<file path="src/rtl/dma_pkg.sv">
package dma_pkg;

    typedef struct packed {
        logic       to_a;     // 1: B side read, A side write
        logic       step_dn;  // 1: address steps down
        logic       hold;     // 1: address held
        logic [2:0] mode;
    } xfer_cfg_t;

    function automatic xfer_cfg_t unpack_ctrl(input logic [7:0] c);
        xfer_cfg_t r;
        r.to_a    = c[7];
        r.step_dn = c[4];
        r.hold    = c[3];
        r.mode    = c[2:0];
        return r;
    endfunction

    // index of the final element of the offset pattern
    function automatic logic [1:0] pattern_end(input logic [2:0] m);
        case (m)
            3'd0:                   return 2'd0;
            3'd1, 3'd2, 3'd6:       return 2'd1;
            default:                return 2'd3;
        endcase
    endfunction

    function automatic logic [1:0] pattern_offset(input logic [2:0] m, input logic [1:0] k);
        case (m)
            3'd0, 3'd2, 3'd6: return 2'd0;
            3'd1, 3'd5:       return {1'b0, k[0]};
            3'd3, 3'd7:       return {1'b0, k[1]};
            default:          return k;
        endcase
    endfunction

endpackage

</file>
<file path="src/rtl/dma_slot_timer.sv">
module dma_slot_timer #(
    parameter int SLOT_CYCLES = 8
) (
    input  logic clk,
    input  logic rst,
    input  logic restart,
    input  logic run,
    output logic tick
);
    localparam int CW = (SLOT_CYCLES > 1) ? $clog2(SLOT_CYCLES) : 1;
    localparam logic [CW-1:0] LAST = CW'(SLOT_CYCLES - 1);

    logic [CW-1:0] phase;

    assign tick = run && (phase == LAST);

    always_ff @(posedge clk) begin
        if (rst || restart)
            phase <= '0;
        else if (run)
            phase <= tick ? '0 : phase + 1'b1;
    end
endmodule

</file>
<file path="src/rtl/dma_port_seq.sv">
module dma_port_seq
    import dma_pkg::*;
(
    input  logic       clk,
    input  logic       rst,
    input  logic       load,
    input  logic       step,
    input  logic [2:0] mode,
    input  logic [7:0] base,
    output logic [7:0] reg_no
);
    logic [1:0] pos;

    assign reg_no = base + {6'd0, pattern_offset(mode, pos)};

    always_ff @(posedge clk) begin
        if (rst || load)
            pos <= 2'd0;
        else if (step)
            pos <= (pos == pattern_end(mode)) ? 2'd0 : pos + 2'd1;
    end
endmodule

</file>
<file path="src/rtl/dma_addr_count.sv">
module dma_addr_count #(
    parameter int AW = 24,
    parameter int CNTW = 16
) (
    input  logic            clk,
    input  logic            rst,
    input  logic            load,
    input  logic            step,
    input  logic            hold,
    input  logic            step_dn,
    input  logic [AW-1:0]   addr_in,
    input  logic [CNTW-1:0] count_in,
    output logic [AW-1:0]   addr,
    output logic [CNTW-1:0] count,
    output logic            last_byte
);
    localparam int LOW = 16;

    logic [LOW-1:0] low_next;

    assign last_byte = (count == CNTW'(1));

    always_comb begin
        low_next = addr[LOW-1:0];
        if (!hold)
            low_next = step_dn ? addr[LOW-1:0] - 1'b1 : addr[LOW-1:0] + 1'b1;
    end

    always_ff @(posedge clk) begin
        if (rst) begin
            addr  <= '0;
            count <= '0;
        end else if (load) begin
            addr  <= addr_in;
            count <= count_in;
        end else if (step) begin
            addr  <= {addr[AW-1:LOW], low_next};
            count <= count - 1'b1;
        end
    end
endmodule

</file>
<file path="src/rtl/dma_block_engine.sv">
module dma_block_engine
    import dma_pkg::*;
#(
    parameter int SLOT_CYCLES = 8,
    parameter int AW = 24,
    parameter int CNTW = 16
) (
    input  logic            clk,
    input  logic            rst,
    input  logic            start,
    input  logic [7:0]      ctrl_in,
    input  logic [7:0]      port_in,
    input  logic [AW-1:0]   addr_in,
    input  logic [CNTW-1:0] count_in,
    input  logic            pause,
    input  logic            abort,
    output logic [AW-1:0]   a_addr,
    output logic [7:0]      b_port,
    output logic            a_rd,
    output logic            a_wr,
    output logic            b_rd,
    output logic            b_wr,
    output logic            busy,
    output logic            done,
    output logic [CNTW-1:0] count_out
);
    xfer_cfg_t  cfg;
    logic [7:0] port_base;
    logic       accept, run, access, last_byte, finish;
    logic       unused_ctrl;

    assign unused_ctrl = ^ctrl_in[6:5];
    assign accept = start && !busy;
    assign run    = busy && !pause && !abort;
    assign finish = access && last_byte;

    always_ff @(posedge clk) begin
        if (rst) begin
            busy      <= 1'b0;
            done      <= 1'b0;
            cfg       <= '0;
            port_base <= '0;
        end else begin
            done <= finish;
            if (accept) begin
                busy      <= 1'b1;
                cfg       <= unpack_ctrl(ctrl_in);
                port_base <= port_in;
            end else if (busy && (abort || finish)) begin
                busy <= 1'b0;
            end
        end
    end

    dma_slot_timer #(.SLOT_CYCLES(SLOT_CYCLES)) i_timer (
        .clk(clk), .rst(rst), .restart(accept), .run(run), .tick(access)
    );

    dma_port_seq i_seq (
        .clk(clk), .rst(rst), .load(accept), .step(access),
        .mode(cfg.mode), .base(port_base), .reg_no(b_port)
    );

    dma_addr_count #(.AW(AW), .CNTW(CNTW)) i_ac (
        .clk(clk), .rst(rst), .load(accept), .step(access),
        .hold(cfg.hold), .step_dn(cfg.step_dn),
        .addr_in(addr_in), .count_in(count_in),
        .addr(a_addr), .count(count_out), .last_byte(last_byte)
    );

    assign a_rd = access && !cfg.to_a;
    assign b_wr = access && !cfg.to_a;
    assign b_rd = access &&  cfg.to_a;
    assign a_wr = access &&  cfg.to_a;

    a_r4_bank_fixed: assert property (@(posedge clk) disable iff (rst)
        busy |=> (a_addr[AW-1:16] == $past(a_addr[AW-1:16])));

    a_r5_count_drop: assert property (@(posedge clk) disable iff (rst)
        (a_rd || b_rd) |=> (count_out == $past(count_out) - 1'b1));

    a_r5_done_at_zero: assert property (@(posedge clk) disable iff (rst)
        done |-> (count_out == '0 && !busy));

    a_r8_abort_stops: assert property (@(posedge clk) disable iff (rst)
        (abort && busy) |=> (!busy && !done && $stable(count_out) && $stable(a_addr)));

    a_r9_pause_holds: assert property (@(posedge clk) disable iff (rst)
        (pause && busy) |=> ($stable(count_out) && $stable(a_addr)));

    a_r6_one_side_reads: assert property (@(posedge clk) disable iff (rst)
        $onehot0({a_rd, b_rd}));
endmodule

</file>
<file path="config.mk">
export PLATFORM = sky130hd
export DESIGN_NAME = dma_block_engine
export DESIGN_NICKNAME = d
export VERILOG_FILES = /design/src/rtl/dma_pkg.sv /design/src/rtl/dma_slot_timer.sv /design/src/rtl/dma_port_seq.sv /design/src/rtl/dma_addr_count.sv /design/src/rtl/dma_block_engine.sv
export SDC_FILE = /design/constraint.sdc
export NUM_CORES = 1
export LEC_CHECK = 0
export BUFFER_PORTS_ARGS = -buffer_cell sky130_fd_sc_hd__buf_2
export CELL_PAD_IN_SITES_DETAIL_PLACEMENT = 1
export CELL_PAD_IN_SITES_GLOBAL_PLACEMENT = 1
export CORE_MARGIN = 5
export CORE_UTILIZATION = 33
export CTS_CLUSTER_SIZE = 16
export DETAILED_ROUTE_END_ITERATION = 16
export PLACE_DENSITY_LB_ADDON = 0.1
export REMOVE_ABC_BUFFERS = 1
export SLEW_MARGIN = 20
export SYNTH_ARGS = -nofsm -noshare
export SYNTH_HDL_FRONTEND = slang
export SYNTH_SLANG_ARGS = --single-unit
</file>
<file path="constraint.sdc">
create_clock -name clk -period 2.1 [get_ports clk]
set_input_delay 0.21 -clock clk [delete_from_list [all_inputs] [get_ports clk]]
set_output_delay 0.21 -clock clk [all_outputs]
set_load 0.01 [all_outputs]
</file>
==> results.cfg, run 1 <==
[global_route]
grt-ovfl-total = 0
grt_pass1_wl_um = 19100
grt_max_degree = 36
grt_pass1_vias = 3903
antenna_found_initial = 0
grt_usage = 0.184

[worst_setup_path]
cp_slowest_cell = dfxtp_4
worstRegToRegCells = 9
worstPathCellList = mux2_4 > a22o_1 > ha_2 > inv_2 > fa_2 > nor2_4 > nand3_2 > xnor2_2 > buf_2
endpoint_kind = primary output
critPathTopFamily = adder cells
start_kind = register
r2r-end = i_ac.addr[14]
path_max_fanout = 4
timing.rr.start = cfg[4]
cp.arrival_ns = 2.13
r2r_setup_slack_ns = 0.04
path_class = reg -> out
critPathRequiredTime_ns = 1.89
slowest_delay_ns = 0.36
cp.buffers_inverters = 2

[clock_network]
clockBufferDepth = 2
cts_hold_buf = 0
cts-root-buf = clkbuf_8
cts_buffers = 9
clock_sinks = 61
clk_pin_slew_ns = 0.08
cts_tree = done
htreeDepth = 3
insertion_delay_ns = 0.35

[floorplanning]
row_count = 37
die_y_um = 114
coreArea_um2 = 10400
dieArea_um2 = 12900
die_w_um = 114
io_pins = 115
start_util = 0.341

[final_layout]
n_antenna_cell = 0
drive_gt1_frac = 0.437
nets = 678
multi_input_area_um2 = 2510
area_growth_pct = 47.9
fin_cells = 736
seq_area_um2 = 1230
fillers = 1301

[synthesis]
yosysTopAreaCell = dfxtp_1
synth-edff-count = 0
synth_top_area_frac = 0.344
yosys-top-cells-count = nand2_1 (73), dfxtp_1 (61), nor2_1 (51)
synth_most_common_cell = nand2_1
synthTopCellsByArea = dfxtp_1 (34%), nand2_1 (7.7%), ha_1 (7.1%), a21oi_1 (6.3%), nor2_1 (5.4%)
ys_ff_latch = 61
ys.flop_type = dfxtp_1
synth.lib_cells_used.distinct = 59
seq_area_frac_synth = 0.344
netlist_instances = 436
ys_warn_count = 0
syn_area_um2 = 3550
synthArstFlopShare = 0
syn_area_per_cell_um2 = 8.14

[placement]
hpwlAfterDp_um = 8750
gp_congestion = 0.796
placed_cells = 708
numPortBuffers = 112
pre_cts_ws_ns = -0.260

[sta]
setup_slack_ns = -0.237
fin_crit_sh = 1.11
setup_viol = 7
whs_ns = 0.0910
fin_crit_ns = 2.34
relSlewSlack = 0.707
fmaxAchievable_mhz = 428
grt_setup_unrepaired = true
tightest_slew_ns = 0.440
clock_skew_ns = 0.00902
drv_slew = 0
final-hold-violation-count = 0

[routing]
via_count = 3699
initialDrtViolationCount = 132
via_per_inst = 5.03
drt-total-wl_um = 12000
drcViolationCount = 0
wl_per_cell_um = 16.3
first_pass_iters = 4
ant_nets = 0

[power]
ir_drop_uv = 319
power_density_nw_per_um2 = 630
power_leakage_nw = 2.33

[hold_path]
min_from = ctrl_in[4]
hold_depth = 3
min_path_type = in -> reg
whs_endpoint = cfg[4]

[status]
status = finished, violations left
violations = setup timing

[job]
cap_violations = 0
==> cell usage in the layout, fill, tap and decap left out, types with 6 or more instances in the layout <==
cell type / instances
clkbuf_8: 11
inv_1: 6
ha_4: 7
ha_1: 11
a21o_1: 6
nor3_1: 11
buf_2: 111
xnor2_1: 17
nand2_1: 71
dfxtp_1: 55
xor2_1: 11
nor2_1: 43
buf_4: 53
buf_6: 8
a211oi_1: 11
o21ai_0: 10
a21oi_1: 36
a21oi_2: 8
==> metal layers <==
metal / global-route usage / wire (µm) / vias to the layer above
met5: 0 / 0 / -
met4: 0.0649 / 107 / 0
met3: 0.0297 / 534 / 11
met2: 0.325 / 6060 / 80
met1: 0.226 / 5270 / 1762
li1: - / - / 1846
==> worst max path at each step <==
| stage | startpoint | end | slack [ns] | depth (start not counted) |
|---|---|---|---|---|
| 4_1_cts | cfg[1] | b_port[6] | -0.34 | 9 |
| 3_5_place_dp | cfg[4] | i_ac.addr[9] | -0.26 | 8 |
| 2_1_floorplan | busy | i_ac.addr[14] | -0.44 | 4 |
| 3_3_place_gp | cfg[4] | i_ac.addr[14] | -0.15 | 9 |
| 6_report | cfg[1] | b_port[6] | -0.24 | 9 |
| 5_1_grt | cfg[1] | b_port[6] | -0.33 | 9 |
==> flip-flops by register name, summed over array words and instances (netlist names) <==
register and cells:
port_base 8, cfg 6, done 1, i_ac.addr 24, i_ac.count 16, i_seq.pos 2, i_timer.phase 3, busy 1
==> worst reg2reg max path: cells and delay by family, from the launching register on <==
kind / cells / cell delay, ns
adders and majority gates: 1 / 0.24
xor gates and xnor gates: 1 / 0.17
buffers and inverters: 2 / 0.27
AOI/OAI and AO/OA: 5 / 0.88
DFF: 1 / 0.38
==> power breakdown <==
| group | total (mW) | internal (mW) | switching (mW) |
|---|---|---|---|
| Clock | 1.23 | 0.730 | 0.496 |
| Combinational | 0.763 | 0.360 | 0.403 |
| Sequential | 1.32 | 1.23 | 0.0832 |
==> logic make-up after synthesis <==
kind of cell | Yosys count | synth area share
simple gates | 173 | 0.232
compound gates | 110 | 0.205
flops | 61 | 0.344
buf+inv | 34 | 0.0462
xor+xnor | 30 | 0.0740
fa+ha+maj | 22 | 0.0818
mux | 6 | 0.0176
==> layout make-up <==
class | instances | area share
Clock buffer | 12 | 0.0296
Timing Repair Buffer | 174 | 0.206
Inverter | 8 | 0.00572
Clock inverter | 4 | 0.0133
Sequential cell | 61 | 0.235
Tap cell | 136 | 0.0324
Multi-Input combinational cell | 341 | 0.477
==> metrics by stage <==
step	area, µm²	total power, mW	utilization	TNS [ns]
after floorplan	3410	1.67	-	-5.71
after global routing	5250	3.48	0.504	-2.11
after global placement	4560	1.99	0.437	-0.823
after detailed placement	4560	2.02	0.437	-1.72
after CTS	4970	3.30	0.478	-1.66
final	5250	3.30	0.504	-1.33
==> repair_timing <==
action	in CTS	in global routing
setup buffers	5	7
setup endpoints to repair	18	20
gates resized for setup	35	52
pin swaps	16	26
cloned	0	0
Note: power is estimated with default switching activity, not from simulation.
==> run 2: changes to the inputs <==
--- a/config.mk
+++ b/config.mk
@@ -8,12 +8,13 @@
 export BUFFER_PORTS_ARGS = -buffer_cell sky130_fd_sc_hd__buf_2
 export CELL_PAD_IN_SITES_DETAIL_PLACEMENT = 1
 export CELL_PAD_IN_SITES_GLOBAL_PLACEMENT = 1
-export CORE_MARGIN = 5
+export CORE_MARGIN = 2
 export CORE_UTILIZATION = 33
 export CTS_CLUSTER_SIZE = 16
 export DETAILED_ROUTE_END_ITERATION = 16
 export PLACE_DENSITY_LB_ADDON = 0.1
 export REMOVE_ABC_BUFFERS = 1
+export SETUP_SLACK_MARGIN = 0.15
 export SLEW_MARGIN = 20
 export SYNTH_ARGS = -nofsm -noshare
 export SYNTH_HDL_FRONTEND = slang
==> results.cfg, run 2 (same netlist as run 1, synthesis figures left out) <==
[status]
status = finished, violations left
violations = setup timing

[worst_setup_path]
cp.buffers_inverters = 3
worstPathCellList = mux2_4 > a22o_1 > ha_2 > inv_2 > fa_2 > buf_4 > xnor2_1 > buf_2
r2r_setup_slack_ns = -0.10
cp.arrival_ns = 2.12
critPathRequiredTime_ns = 1.89
critPathTopFamily = adder cells
cp_slowest_cell = dfxtp_2
slowest_delay_ns = 0.37
path_max_fanout = 3
start_kind = register
path_class = reg -> out
endpoint_kind = primary output

[final_layout]
n_antenna_cell = 0
top_register = i_ac.addr
area_growth_pct = 56.1
postLayoutCellArea_um2 = 5540
final_common_cell = buf_2
top_regs = i_ac.addr (24), i_ac.count (16), port_base (8)
final_cell_mix = buf_2 (109), nand2_1 (63), dfxtp_1 (56), buf_4 (52), nor2_1 (43)
nets = 685
largest_reg_flops = 24
drive_gt1_frac = 0.486

[clock_network]
cts_hold_buf = 0
cts-root-buf = clkbuf_8
clockBufferDepth = 2
clock_sinks = 61
cts_buffers = 9
htreeDepth = 3
insertion_delay_ns = 0.35
clk_pin_slew_ns = 0.08
cts_tree = done

[power]
combPwrFrac = 0.269
intPower_mw = 2.11
sequentialPowerShare = 0.414
netSwitchingPower_mw = 1.08
p_clk_frac = 0.317
ir_drop_uv = 240
swShare = 0.340
power_leakage_nw = 2.38
p_total_mw = 3.19
power_density_nw_per_um2 = 576

[placement]
hpwlAfterDp_um = 8380
numPortBuffers = 112
gp_congestion = 0.859
placed_cell_area_um2 = 4560

[sta]
fin_crit_ns = 2.33
drv_slew = 0
relSlewSlack = 0.679
fmaxAchievable_mhz = 428
fin_crit_sh = 1.11
setup_slack_ns = -0.234
grt_setup_unrepaired = true
setup_viol = 12
clock_skew_ns = 0.00985
tightest_slew_ns = 0.482
final-hold-violation-count = 0

[floorplanning]
die_w_um = 108
die_y_um = 108
dieArea_um2 = 11600
coreArea_um2 = 10400
start_util = 0.342
io_pins = 115
row_count = 37

[global_route]
grt_busiest_layer = met2
grt_usage = 0.217
antenna_found_initial = 0
grt_pass1_wl_um = 20000
grt_pass1_vias = 3948
grt_use_met3 = 0.0375
grt_util_met1 = 0.273
grt_max_degree = 53
met2_usage = 0.386
grt-ovfl-total = 0

[job]
cap_violations = 0

[routing]
first_pass_iters = 4
via_count = 3807
initialDrtViolationCount = 115
via_per_inst = 5.12
ant_nets = 0
wl_per_cell_um = 16.9
drt-total-wl_um = 12500
drcViolationCount = 0

[hold_path]
min_path_type = in -> reg
-- run 2: cell types whose count changed in the layout (fill, tap and decap cells not counted), moves of 3 or more --
cell	delta
ha_4	+8
a21oi_4	+5
nor2_2	-4
ha_1	-7
nand2_2	+6
nor2_4	+4
o21ai_1	+3
nand2_1	-8
buf_6	+9
a21oi_1	-3
o21ai_0	-4
-- run 2: worst paths after layout --
check / startpoint / cells after the start / to
min reg2reg: i_ac.addr[17] / 2 / i_ac.addr[17]
max reg2reg: cfg[4] / 12 / i_ac.addr[12]
max: cfg[1] / 8 / b_port[2]
min: addr_in[20] / 3 / i_ac.addr[20]
-- run 2: worst reg2reg max path, cell delays in order, from the launching register on --
cell and delay [ns]:
dfxtp_4 0.39, buf_6 0.13, ha_4 0.27, buf_6 0.10
nand2_4 0.05, buf_4 0.14, o21ai_4 0.14, a21oi_4 0.10
nor2_4 0.14, a31oi_2 0.12, buf_4 0.15, buf_6 0.10
a211o_1 0.25
-- run 2: metrics by stage --
step | instances | utilization | hold WS [ns] | TNS, ns | setup slack [ns]
global placement | 709 | 0.440 | 0.439 | -1.02 | -0.159
finish | 743 | 0.534 | 0.0978 | -1.46 | -0.234
detailed placement | 709 | 0.440 | 0.451 | -1.54 | -0.231
CTS | 736 | 0.512 | 0.0864 | -1.13 | -0.231
floorplan | 410 | - | 0.275 | -5.71 | -0.440
global route | 743 | 0.534 | 0.0850 | -2.91 | -0.347
-- run 2: cell type report --
type	instances	area (µm²)
clock buffers	10	138
well taps	136	170
clock inverters	6	45.0
multi-input cells	341	2740
inverters	8	30.0
repair buffers	181	1190
flip-flops and latches	61	1230
fillers	1256	4830
-- run 2: power groups by stage --
stage / registers [mW] / clock network [mW] / logic, mW
floorplan: 1.35 / 0 / 0.321
global placement: 1.33 / 0 / 0.660
detailed placement: 1.33 / 0 / 0.680
CTS: 1.32 / 1.03 / 0.801
global route: 1.33 / 1.10 / 0.934
finish: 1.32 / 1.01 / 0.857
-- run 2: timing repair --
| item | 4_1_cts | 5_1_grt |
|---|---|---|
| resized for setup | 102 | 36 |
| pin swaps | 45 | 20 |
| setup buffers | 11 | 7 |
| setup endpoints to repair | 25 | 32 |
| endpoints found under the hold margin | 0 | 0 |
-- run 2: per-layer routing --
| layer | up-vias | wire length (µm) | part of all wire |
|---|---|---|---|
| met3 | 10 | 441 | 0.035 |
| met2 | 77 | 6410 | 0.51 |
| met5 | - | 0 | 0 |
| met4 | 0 | 139 | 0.011 |
| li1 | 1859 | - | - |
| met1 | 1861 | 5530 | 0.44 |
